File: src/rtl/trap_entry_pkg.sv
package trap_entry_pkg;

    // What the arbiter decided to do with the current cycle's events
    typedef enum logic [1:0] {
        KIND_NONE,
        KIND_EXC,
        KIND_IRQ,
        KIND_RET
    } trap_kind_e;

    // Which source feeds the trap value register
    typedef enum logic [1:0] {
        TVAL_ZERO,
        TVAL_INSN,
        TVAL_HALF,
        TVAL_ADDR
    } tval_src_e;

    // Exception codes (the low bits of the cause field)
    localparam logic [4:0] CODE_ILLEGAL = 5'd2;
    localparam logic [4:0] CODE_BREAK   = 5'd3;
    localparam logic [4:0] CODE_LOAD    = 5'd5;
    localparam logic [4:0] CODE_STORE   = 5'd7;
    localparam logic [4:0] CODE_ECALL   = 5'd11;

    localparam logic [1:0] PRIV_MACHINE = 2'b11;

endpackage

File: src/rtl/trap_arbiter.sv
module trap_arbiter
    import trap_entry_pkg::*;
#(
    parameter int IRQ_ID_W = 5,
    parameter int CAUSE_W  = 6
) (
    input  logic                clk_i,
    input  logic                rst_ni,
    input  logic                ecall_i,
    input  logic                illegal_i,
    input  logic                ebreak_i,
    input  logic                load_fault_i,
    input  logic                store_fault_i,
    input  logic                mret_i,
    input  logic                irq_req_i,
    input  logic [IRQ_ID_W-1:0] irq_id_i,
    input  logic                irq_en_i,
    input  logic                compressed_i,
    output trap_kind_e          kind_o,
    output logic [CAUSE_W-1:0]  cause_o,
    output tval_src_e           tval_src_o
);

    localparam int CODE_W = CAUSE_W - 1;

    logic any_exc;
    assign any_exc = ecall_i | illegal_i | ebreak_i | load_fault_i | store_fault_i;

    // Fixed priority: ecall, illegal, ebreak, load, store, return, interrupt
    always_comb begin
        kind_o     = KIND_NONE;
        cause_o    = '0;
        tval_src_o = TVAL_ZERO;
        if (ecall_i) begin
            kind_o  = KIND_EXC;
            cause_o = {1'b0, CODE_W'(CODE_ECALL)};
        end else if (illegal_i) begin
            kind_o     = KIND_EXC;
            cause_o    = {1'b0, CODE_W'(CODE_ILLEGAL)};
            tval_src_o = compressed_i ? TVAL_HALF : TVAL_INSN;
        end else if (ebreak_i) begin
            kind_o  = KIND_EXC;
            cause_o = {1'b0, CODE_W'(CODE_BREAK)};
        end else if (load_fault_i) begin
            kind_o     = KIND_EXC;
            cause_o    = {1'b0, CODE_W'(CODE_LOAD)};
            tval_src_o = TVAL_ADDR;
        end else if (store_fault_i) begin
            kind_o     = KIND_EXC;
            cause_o    = {1'b0, CODE_W'(CODE_STORE)};
            tval_src_o = TVAL_ADDR;
        end else if (mret_i) begin
            kind_o = KIND_RET;
        end else if (irq_req_i && irq_en_i) begin
            kind_o  = KIND_IRQ;
            cause_o = {1'b1, CODE_W'(irq_id_i)};
        end
    end

    // any exception input wins over return and interrupt
    assert_exc_wins_R10: assert property (@(posedge clk_i) disable iff (!rst_ni)
        any_exc |-> (kind_o == KIND_EXC));

    // exception causes never carry the interrupt flag
    assert_exc_cause_flag_R5: assert property (@(posedge clk_i) disable iff (!rst_ni)
        (kind_o == KIND_EXC) |-> !cause_o[CAUSE_W-1]);

endmodule

File: src/rtl/trap_vector.sv
module trap_vector
    import trap_entry_pkg::*;
#(
    parameter int ADDR_W   = 32,
    parameter int IRQ_ID_W = 5,
    parameter int ALIGN_W  = 8
) (
    input  logic                clk_i,
    input  logic                rst_ni,
    input  logic [ADDR_W-1:0]   base_i,
    input  logic [ADDR_W-1:0]   boot_addr_i,
    input  logic [ADDR_W-1:0]   trap_pc_i,
    input  trap_kind_e          kind_i,
    input  logic [IRQ_ID_W-1:0] irq_id_i,
    output logic [ADDR_W-1:0]   target_o,
    output logic [ADDR_W-1:0]   vec_base_o,
    output logic [ADDR_W-1:0]   boot_pc_o
);

    localparam int HI_W = ADDR_W - ALIGN_W;
    localparam logic [ALIGN_W-1:0] RESET_OFF     = ALIGN_W'(1) << (ALIGN_W - 1);
    localparam logic [ALIGN_W-1:0] MODE_VECTORED = ALIGN_W'(1);

    logic [HI_W-1:0]    base_hi;
    logic [ALIGN_W-1:0] irq_off;

    assign base_hi = base_i[ADDR_W-1:ALIGN_W];
    assign irq_off = ALIGN_W'({irq_id_i, 2'b00});

    always_comb begin
        unique case (kind_i)
            KIND_EXC: target_o = {base_hi, {ALIGN_W{1'b0}}};
            KIND_IRQ: target_o = {base_hi, irq_off};
            KIND_RET: target_o = trap_pc_i;
            default:  target_o = '0;
        endcase
    end

    assign vec_base_o = {base_hi, MODE_VECTORED};
    assign boot_pc_o  = {boot_addr_i[ADDR_W-1:ALIGN_W], RESET_OFF};

    // interrupt entries stay inside the aligned table, word aligned
    assert_irq_in_table_R2: assert property (@(posedge clk_i) disable iff (!rst_ni)
        (kind_i == KIND_IRQ) |->
            (target_o[ADDR_W-1:ALIGN_W] == vec_base_o[ADDR_W-1:ALIGN_W]) && (target_o[1:0] == 2'b00));

    // the common exception entry sits on the table's first word
    assert_exc_entry_R1: assert property (@(posedge clk_i) disable iff (!rst_ni)
        (kind_i == KIND_EXC) |-> (target_o == (vec_base_o & ~ADDR_W'(MODE_VECTORED))));

endmodule

File: src/rtl/trap_state.sv
module trap_state
    import trap_entry_pkg::*;
#(
    parameter int ADDR_W   = 32,
    parameter int IRQ_ID_W = 5,
    parameter int CAUSE_W  = 6
) (
    input  logic                clk_i,
    input  logic                rst_ni,
    input  logic [ADDR_W-1:0]   boot_addr_i,
    input  logic [ADDR_W-1:0]   cur_pc_i,
    input  logic [ADDR_W-1:0]   insn_word_i,
    input  logic [ADDR_W-1:0]   lsu_addr_i,
    input  logic [IRQ_ID_W-1:0] irq_id_i,
    input  trap_kind_e          kind_i,
    input  logic [CAUSE_W-1:0]  cause_i,
    input  tval_src_e           tval_src_i,
    input  logic [ADDR_W-1:0]   target_i,
    output logic [ADDR_W-1:0]   base_o,
    output logic [ADDR_W-1:0]   trap_pc_o,
    output logic [CAUSE_W-1:0]  cause_o,
    output logic [ADDR_W-1:0]   tval_o,
    output logic                irq_en_o,
    output logic                prev_irq_en_o,
    output logic [1:0]          prev_priv_o,
    output logic                pc_set_o,
    output logic [ADDR_W-1:0]   target_o,
    output logic                ack_o,
    output logic [IRQ_ID_W-1:0] ack_id_o,
    output logic                boot_pend_o
);

    typedef struct packed {
        logic [ADDR_W-1:0]   base;
        logic [ADDR_W-1:0]   trap_pc;
        logic [CAUSE_W-1:0]  cause;
        logic [ADDR_W-1:0]   tval;
        logic                irq_en;
        logic                prev_irq_en;
        logic [1:0]          prev_priv;
        logic                pc_set;
        logic [ADDR_W-1:0]   target;
        logic                ack;
        logic [IRQ_ID_W-1:0] ack_id;
        logic                boot_pend;
    } state_t;

    state_t st_d, st_q;
    logic [ADDR_W-1:0] tval_sel;

    always_comb begin
        unique case (tval_src_i)
            TVAL_INSN: tval_sel = insn_word_i;
            TVAL_HALF: tval_sel = ADDR_W'(insn_word_i[15:0]);
            TVAL_ADDR: tval_sel = lsu_addr_i;
            default:   tval_sel = '0;
        endcase
    end

    always_comb begin
        st_d           = st_q;
        st_d.base      = boot_addr_i;
        st_d.boot_pend = 1'b0;
        st_d.pc_set    = (kind_i != KIND_NONE);
        st_d.ack       = (kind_i == KIND_IRQ);
        if (kind_i != KIND_NONE) begin
            st_d.target = target_i;
        end
        unique case (kind_i)
            KIND_EXC, KIND_IRQ: begin
                st_d.trap_pc     = cur_pc_i;
                st_d.cause       = cause_i;
                st_d.tval        = (kind_i == KIND_EXC) ? tval_sel : '0;
                st_d.prev_irq_en = st_q.irq_en;
                st_d.irq_en      = 1'b0;
                st_d.prev_priv   = PRIV_MACHINE;
                if (kind_i == KIND_IRQ) begin
                    st_d.ack_id = irq_id_i;
                end
            end
            KIND_RET: begin
                st_d.irq_en      = st_q.prev_irq_en;
                st_d.prev_irq_en = 1'b1;
            end
            default: ;
        endcase
    end

    always_ff @(posedge clk_i or negedge rst_ni) begin
        if (!rst_ni) begin
            st_q <= '{base: '0, trap_pc: '0, cause: '0, tval: '0, irq_en: 1'b0,
                      prev_irq_en: 1'b1, prev_priv: 2'b00, pc_set: 1'b0, target: '0,
                      ack: 1'b0, ack_id: '0, boot_pend: 1'b1};
        end else begin
            st_q <= st_d;
        end
    end

    assign base_o        = st_q.base;
    assign trap_pc_o     = st_q.trap_pc;
    assign cause_o       = st_q.cause;
    assign tval_o        = st_q.tval;
    assign irq_en_o      = st_q.irq_en;
    assign prev_irq_en_o = st_q.prev_irq_en;
    assign prev_priv_o   = st_q.prev_priv;
    assign pc_set_o      = st_q.pc_set;
    assign target_o      = st_q.target;
    assign ack_o         = st_q.ack;
    assign ack_id_o      = st_q.ack_id;
    assign boot_pend_o   = st_q.boot_pend;

    // a trap entry leaves interrupts masked in machine mode
    assert_entry_masks_R9: assert property (@(posedge clk_i) disable iff (!rst_ni)
        ((kind_i == KIND_EXC) || (kind_i == KIND_IRQ)) |=>
            (!st_q.irq_en && (st_q.prev_priv == PRIV_MACHINE)));

    // return restores the enable from its saved copy
    assert_ret_restore_R12: assert property (@(posedge clk_i) disable iff (!rst_ni)
        (kind_i == KIND_RET) |=> (st_q.irq_en == $past(st_q.prev_irq_en)) && st_q.prev_irq_en);

    // an interrupt is only accepted while enabled
    assert_irq_gated_R11: assert property (@(posedge clk_i) disable iff (!rst_ni)
        (kind_i == KIND_IRQ) |-> st_q.irq_en);

    // acknowledge never lasts two cycles
    assert_ack_pulse_R2: assert property (@(posedge clk_i) disable iff (!rst_ni)
        st_q.ack |=> !st_q.ack);

    // the boot redirect appears only once
    assert_boot_once_R3: assert property (@(posedge clk_i) disable iff (!rst_ni)
        st_q.boot_pend |=> !st_q.boot_pend);

endmodule

File: src/rtl/trap_entry_unit.sv
module trap_entry_unit
    import trap_entry_pkg::*;
#(
    parameter int ADDR_W   = 32,
    parameter int IRQ_ID_W = 5,
    parameter int CAUSE_W  = 6,
    parameter int ALIGN_W  = 8
) (
    input  logic                clk_i,
    input  logic                rst_ni,
    input  logic [ADDR_W-1:0]   boot_addr_i,
    input  logic [ADDR_W-1:0]   cur_pc_i,
    input  logic [ADDR_W-1:0]   insn_word_i,
    input  logic                insn_compressed_i,
    input  logic [ADDR_W-1:0]   lsu_addr_i,
    input  logic                ecall_i,
    input  logic                illegal_i,
    input  logic                ebreak_i,
    input  logic                load_fault_i,
    input  logic                store_fault_i,
    input  logic                mret_i,
    input  logic                irq_req_i,
    input  logic [IRQ_ID_W-1:0] irq_id_i,
    output logic                pc_set_o,
    output logic [ADDR_W-1:0]   pc_target_o,
    output logic                irq_ack_o,
    output logic [IRQ_ID_W-1:0] irq_ack_id_o,
    output logic [ADDR_W-1:0]   trap_pc_o,
    output logic [CAUSE_W-1:0]  trap_cause_o,
    output logic [ADDR_W-1:0]   trap_value_o,
    output logic                irq_en_o,
    output logic                prev_irq_en_o,
    output logic [1:0]          prev_priv_o,
    output logic [ADDR_W-1:0]   trap_vec_base_o,
    output logic [ADDR_W-1:0]   boot_pc_o
);

    trap_kind_e        kind;
    tval_src_e         tval_src;
    logic [CAUSE_W-1:0] cause;
    logic [ADDR_W-1:0] base_q;
    logic [ADDR_W-1:0] next_target;
    logic [ADDR_W-1:0] target_q;
    logic              pc_set_q;
    logic              boot_pend;

    trap_arbiter #(
        .IRQ_ID_W (IRQ_ID_W),
        .CAUSE_W  (CAUSE_W)
    ) u_arbiter (
        .clk_i         (clk_i),
        .rst_ni        (rst_ni),
        .ecall_i       (ecall_i),
        .illegal_i     (illegal_i),
        .ebreak_i      (ebreak_i),
        .load_fault_i  (load_fault_i),
        .store_fault_i (store_fault_i),
        .mret_i        (mret_i),
        .irq_req_i     (irq_req_i),
        .irq_id_i      (irq_id_i),
        .irq_en_i      (irq_en_o),
        .compressed_i  (insn_compressed_i),
        .kind_o        (kind),
        .cause_o       (cause),
        .tval_src_o    (tval_src)
    );

    trap_vector #(
        .ADDR_W   (ADDR_W),
        .IRQ_ID_W (IRQ_ID_W),
        .ALIGN_W  (ALIGN_W)
    ) u_vector (
        .clk_i       (clk_i),
        .rst_ni      (rst_ni),
        .base_i      (base_q),
        .boot_addr_i (boot_addr_i),
        .trap_pc_i   (trap_pc_o),
        .kind_i      (kind),
        .irq_id_i    (irq_id_i),
        .target_o    (next_target),
        .vec_base_o  (trap_vec_base_o),
        .boot_pc_o   (boot_pc_o)
    );

    trap_state #(
        .ADDR_W   (ADDR_W),
        .IRQ_ID_W (IRQ_ID_W),
        .CAUSE_W  (CAUSE_W)
    ) u_state (
        .clk_i         (clk_i),
        .rst_ni        (rst_ni),
        .boot_addr_i   (boot_addr_i),
        .cur_pc_i      (cur_pc_i),
        .insn_word_i   (insn_word_i),
        .lsu_addr_i    (lsu_addr_i),
        .irq_id_i      (irq_id_i),
        .kind_i        (kind),
        .cause_i       (cause),
        .tval_src_i    (tval_src),
        .target_i      (next_target),
        .base_o        (base_q),
        .trap_pc_o     (trap_pc_o),
        .cause_o       (trap_cause_o),
        .tval_o        (trap_value_o),
        .irq_en_o      (irq_en_o),
        .prev_irq_en_o (prev_irq_en_o),
        .prev_priv_o   (prev_priv_o),
        .pc_set_o      (pc_set_q),
        .target_o      (target_q),
        .ack_o         (irq_ack_o),
        .ack_id_o      (irq_ack_id_o),
        .boot_pend_o   (boot_pend)
    );

    assign pc_set_o    = boot_pend | pc_set_q;
    assign pc_target_o = boot_pend ? boot_pc_o : target_q;

    // every acknowledge comes with a redirect
    assert_ack_redirects_R2: assert property (@(posedge clk_i) disable iff (!rst_ni)
        irq_ack_o |-> pc_set_o);

endmodule

File: config.mk
export PLATFORM = sky130hd
export DESIGN_NAME = trap_entry_unit
export DESIGN_NICKNAME = d
export VERILOG_FILES = /design/src/rtl/trap_entry_pkg.sv /design/src/rtl/trap_arbiter.sv /design/src/rtl/trap_vector.sv /design/src/rtl/trap_state.sv /design/src/rtl/trap_entry_unit.sv
export SDC_FILE = /design/constraint.sdc
export NUM_CORES = 1
export LEC_CHECK = 0
export ABC_AREA = 0
export BUFFER_PORTS_ARGS = -buffer_cell sky130_fd_sc_hd__buf_2
export CAP_MARGIN = 30
export CORE_AREA = 2 2 123 125
export CTS_BUF_LIST = sky130_fd_sc_hd__clkbuf_8
export DETAILED_ROUTE_END_ITERATION = 10
export DIE_AREA = 0 0 125 127
export GPL_TIMING_DRIVEN = 0
export PLACE_DENSITY = 0.8
export SYNTH_ARGS = -nofsm -noshare
export SYNTH_HDL_FRONTEND = slang
export SYNTH_SLANG_ARGS = --single-unit
File: constraint.sdc
create_clock -name clk_i -period 2.9 [get_ports clk_i]
set_clock_uncertainty 0.1 [all_clocks]
set_input_delay 0.58 -clock clk_i [delete_from_list [all_inputs] [get_ports clk_i]]
set_output_delay 0.58 -clock clk_i [all_outputs]
set_load 0.01 [all_outputs]
======== Word level (Yosys, flattened, before mapping) ========
Index checks and enable logic that the tools add are counted.
operators by class
  eq/ne operators ......................... 6
  muxes and demuxes ....................... 25
  bitwise logic cells ..................... 1
  reductions and logical operators ........ 5
operators by type and width
  operator            number
  $pmux 32 s3         2
  $mux 32             2
  $mux 6              7
  $mux 2              13
  $eq 2x2->1 const B  4
  $eq 2x1->1 const B  2
  $pmux 2 s2          1
  $reduce_bool 2->1   2
  $reduce_and 2->1    1
  $reduce_or 2->1     1
  $logic_and 1x1->1   1
  $or 1x1->1          1
storage, ports and cells
  register bits ........................... 145
  bits of input ports ..................... 143

======== Logic depth before layout (Yosys ltp) ========
  depth in word-level cells ............... 11
  gate-level depth with buffers ........... 11
  gate-level depth less buffers ........... 7

======== By module ========
Synthesis repeated with hierarchy kept, for this count alone.
unflattened totals
  cells, all modules ...................... 550
  area, all modules ....................... 7,335.8 um2
modules (own cells, without submodules)
  module           times used  cells an instance  area each (um2)  seq. area each (um2)
  trap_state       1           352                5,350.1          3,631.0
  trap_vector      1           139                1,286.2          0.0
  trap_entry_unit  1           37                 546.8            0.0
  trap_arbiter     1           22                 152.6            0.0

======== Worst setup path after synthesis ========
Ideal clock, no wire load.
  kind .................................... input port to flip-flop
  start ................................... input port ecall_i
  end ..................................... register u_state.st_q (netlist bit u_state.trap_pc_o[17])
  setup time .............................. 0.125 ns
  arrival time ............................ 2.533 ns
  path slack .............................. 0.143 ns
  stages on the path ...................... 7
  cells stage by stage .................... buf_6 or3_4 or3_4 ha_1 buf_2 buf_2 mux2_2
on the way
  cells in the longest elaborated chain, start to end .. 3
  elaborated cells between the ends (all ways) .. 4
ends and longest elaborated chain
  element                                          RTL line               text
  start, declared                                  trap_entry_unit.sv:16  input logic ecall_i,
  $mux 2 *                                         trap_arbiter.sv:34     if (ecall_i) begin
  $eq 2x1->1 / $eq 2x2->1 (equally long branches)  trap_state.sv:69       unique case (kind_i)
  $reduce_or 2->1 *                                trap_state.sv:69
  end signal, assigned                             trap_state.sv:91       st_q <= '{base: '0, trap_pc: '0, cause: '0, tval: '0, irq_en: 1'b0,
  end signal, assigned                             trap_state.sv:95       st_q <= st_d;
  end, declared                                    trap_state.sv:48       state_t st_d, st_q;
Every way passes the cells marked *; elsewhere a longest branch is shown, timed or not.
A chain may end at the register's enable or synchronous reset.

======== Worst setup path in the final report ========
  start ................................... register u_state.st_q (netlist bit u_state.boot_pend_o)
  end ..................................... output port pc_target_o[12]
on the way
  cells in the longest elaborated chain, start to end .. 1
ends and longest elaborated chain
  element        RTL line                text
  $mux 32        trap_entry_unit.sv:116  assign pc_target_o = boot_pend ? boot_pc_o : target_q;
  end, declared  trap_entry_unit.sv:25   output logic [ADDR_W-1:0] pc_target_o,
No other way between the ends.

==> metrics.md <==
| Metric | Value |
|---|---|
| Status | `completed` |
| F_max | `between 300 and 400 MHz` |
| Setup Crit Path Kind | `flip-flop to output pin` |
| H-tree levels | `4` |
| Vias | `5,032` |
| Total die area | `15,900 um2` |
| Worst Path Required | `roughly 2.2 ns` |
| Syn avg cell area | `13.0 um2` |
| Pre-CTS WS | `-0.422 ns` |
| GRT overflow | `0` |
| Register share of total power | `48.7%` |
| Initial Util | `about two fifths` |
| Max Buffers Root-to-Sink | `2` |
| Register area share after synthesis | `57.1%` |
| Post-route DRC | `0` |
| Initial antenna violation count | `0` |
| Final period utilization | `approximately 95%` |
| Startpoint types | `flip-flop` |
| Power Total | `4.21 mW` |
| Lkg Pwr | `4.22 nW` |
| Commonest cells after routing, fill and taps aside | `317 x buf_2, 135 x dfrtp_1, 52 x mux2_2` |
| Clk slew on worst S/H paths | `0.08 ns` |
| Vias per cell | `between 5 and 6` |
| Worst-Margin Slew | `about 0.6 ns` |
| FF-to-FF End | `u_state.trap_pc_o[18]` |
| Clock share of power | `37.8%` |
| Worst Setup Slack, final | `0.142 ns` |
| Clk_lat worst skew | `0.43 ns` |
| P_int | `roughly 3.1 mW` |
| Core ar. | `14,400 um2` |
| TritonCTS clock tree | `yes` |
| Crit-path max FO | `10` |
| Final Wtd Congestion | `0.792` |
| Root Buffer | `clkbuf_8` |
| Inserted Diodes | `0` |
| Share of layout cells above drive strength 1 | `57.0%` |
| Post-CTS resize count | `1` |
| ANT nets after route | `0` |
| Initial DRC count | `~260` |
| Clk sinks | `137` |
| Reg-to-reg setup timing slack | `0.44 ns` |
| Worst EP arrival | `about 2.1 ns` |
| Vias in the first global route | `4,970` |
| Nets@finish | `940` |
| Worst Reg-to-Reg Cells | `6` |
| Comb power frac | `13.6%` |
| Peak supply drop | `0.000282 V` |
| First-pass GRT wire length | `26,600 um` |
| Sw Share | `26.2%` |
| Headroom to the max-slew limit | `about three fifths` |
| Endpoints failing setup | `0` |
| Layout fillers | `1,241` |
| TritonCTS Buffers | `17` |
| Post-Syn Area | `6010 um2` |
| PD cells | `512 nW/um2` |
| Ys Warns | `0` |
| CTS Hold Buffers Added | `0` |
| Fin. max-slew vios | `0` |
| Die Span Y | `approximately 130 um` |
| Reg-to-Reg Start | `u_state.irq_en_o` |
| DR pass1 iterations | `7` |
| Switching pwr | `~1.1 mW` |
| CP Capture Type | `output pin` |
| Synthesized instance count | `463` |
| Yosys cell types | `34` |
| Hold WC Path Type | `input pin to async pin` |
| Pin count of the biggest net entering global routing | `72` |
| WL per Instance | `17.5 um` |
| # rows | `44` |
| Tmin final | `2.76 ns` |
| Top Ports | `320` |
| Synthesis-stage register bit count | `137` |
| Die X | `125 um` |
| RSZ-0062 raised after global routing | `false` |
| Max-cap violations | `0` |
| Layout area overhead | `36.7%` |
| Detailed placement HPWL | `13,300 um` |
| Port buffer count | `294` |
| Post-Route WL | `17,400 um` |
| Most common cell after layout, fill and taps aside | `buf_2` |
| Post-CTS setup buffer count | `0` |
| GRT Util Overall | `between 20% and 30%` |
| Hold Vio Cnt, Final | `0` |
## cells by family after synthesis
kind of cell	Yosys count	share of synthesized area, %
flip-flops	137	57.1
other	2	0.125
adder cells (fa/ha/maj)	5	1.04
buffers and inverters	106	9.86
AO/OA/AOI/OAI	117	16.8
AND/OR/NAND/NOR	34	3.50
multiplexers	62	11.6
## synthesized netlist by cell type
master / n / area [um2]
dfrtp_1: 135 / 3380
mux2_2: 52 / 586
buf_4: 42 / 315
o2bb2ai_1: 33 / 289
a32oi_1: 32 / 280
inv_1: 27 / 101
a222oi_1: 24 / 240
buf_2: 24 / 120
nand2_1: 12 / 45.0
clkbuf_1: 10 / 37.5
mux2_1: 9 / 101
nor2b_1: 9 / 56.3
o21ai_0: 6 / 30.0
a22oi_1: 5 / 37.5
ha_1: 5 / 62.6
a21oi_1: 4 / 20.0
a22o_1: 4 / 35.0
o31ai_1: 4 / 30.0
or2_1: 4 / 25.0
conb_1: 2 / 7.51
dfstp_2: 2 / 52.6
inv_2: 2 / 7.51
nor2_1: 2 / 7.51
nor3_2: 2 / 20.0
o21ba_2: 2 / 20.0
or3_4: 2 / 22.5
a2111oi_0: 1 / 8.76
a31oi_1: 1 / 6.26
and3b_1: 1 / 8.76
buf_6: 1 / 11.3
mux2i_1: 1 / 10.0
nor3b_4: 1 / 18.8
nor4_1: 1 / 6.26
o2111ai_2: 1 / 15.0
## critical path: stages, from the launching register on
cell	delay, ns
dfstp_2	0.51
clkbuf_1	0.28
buf_2	0.35
mux2_2	0.37
buf_2	0.15
## flip-flops by register name, summed over array words and instances (netlist names)
name and cells:
u_state.irq_en_o 1, u_state.boot_pend_o 1, u_state.ack_o 1, u_state.prev_priv_o 1, u_state.target_o 32, u_state.pc_set_o 1, u_state.trap_pc_o 32, u_state.prev_irq_en_o 1
u_state.base_o 24, u_state.tval_o 32, u_state.ack_id_o 5, u_state.cause_o 6
## worst max-delay path by stage
| stage | startpoint | to | cells past startpoint |
|---|---|---|---|
| final | u_state.boot_pend_o | pc_target_o[12] | 4 |
| after global placement | rst_ni | u_state.ack_id_o[0] | 1 |
| after CTS | store_fault_i | u_state.tval_o[18] | 10 |
| after global routing | u_state.boot_pend_o | pc_target_o[18] | 4 |
| after floorplan | ecall_i | u_state.trap_pc_o[17] | 7 |
| after detailed placement | store_fault_i | u_state.tval_o[18] | 10 |
## area by class of cell
cell class,count,area (um2),area share [%]
sequential,137,3430,41.7
timing repair buffer,295,1510,18.3
inverter,29,109,1.32
clock inverter,12,138,1.67
clock buffer,20,275,3.35
tap,184,230,2.80
buffer,77,487,5.92
multi-input combinational,235,2050,24.9
## power groups by stage
stage                     sequential, mW  combinational (mW)  clock, mW
final                               2.05               0.572       1.59
after global routing                2.06               0.625       1.73
after CTS                           2.05               0.579       1.64
after global placement              2.08               0.563          0
after floorplan                     2.10               0.243          0
after detailed placement            2.08               0.577          0
## routing by layer
layer / up-vias / wire, um / global-route usage [%]
met3: 28 / 1510 / 6.57
met5: - / 0 / 0
li1: 2336 / - / -
met2: 272 / 8770 / 37.4
met4: 0 / 502 / 10.3
met1: 2396 / 6570 / 24.4
## stage by stage
| step | instances | utilization, % | instance area (um2) | hold WS, ns | setup TNS [ns] |
|---|---|---|---|---|---|
| final | 989 | 57.0 | 8220 | 0.0189 | 0 |
| after global routing | 989 | 57.0 | 8220 | 0.0370 | 0 |
| after CTS | 989 | 57.0 | 8220 | 0.0235 | 0 |
| after detailed placement | 957 | 54.1 | 7800 | 0.368 | -13.19 |
| after global placement | 956 | 53.9 | 7770 | 0.359 | -102.27 |
| after floorplan | 478 | - | 6070 | 0.184 | 0 |
Power figures use the tool's default switching activity.
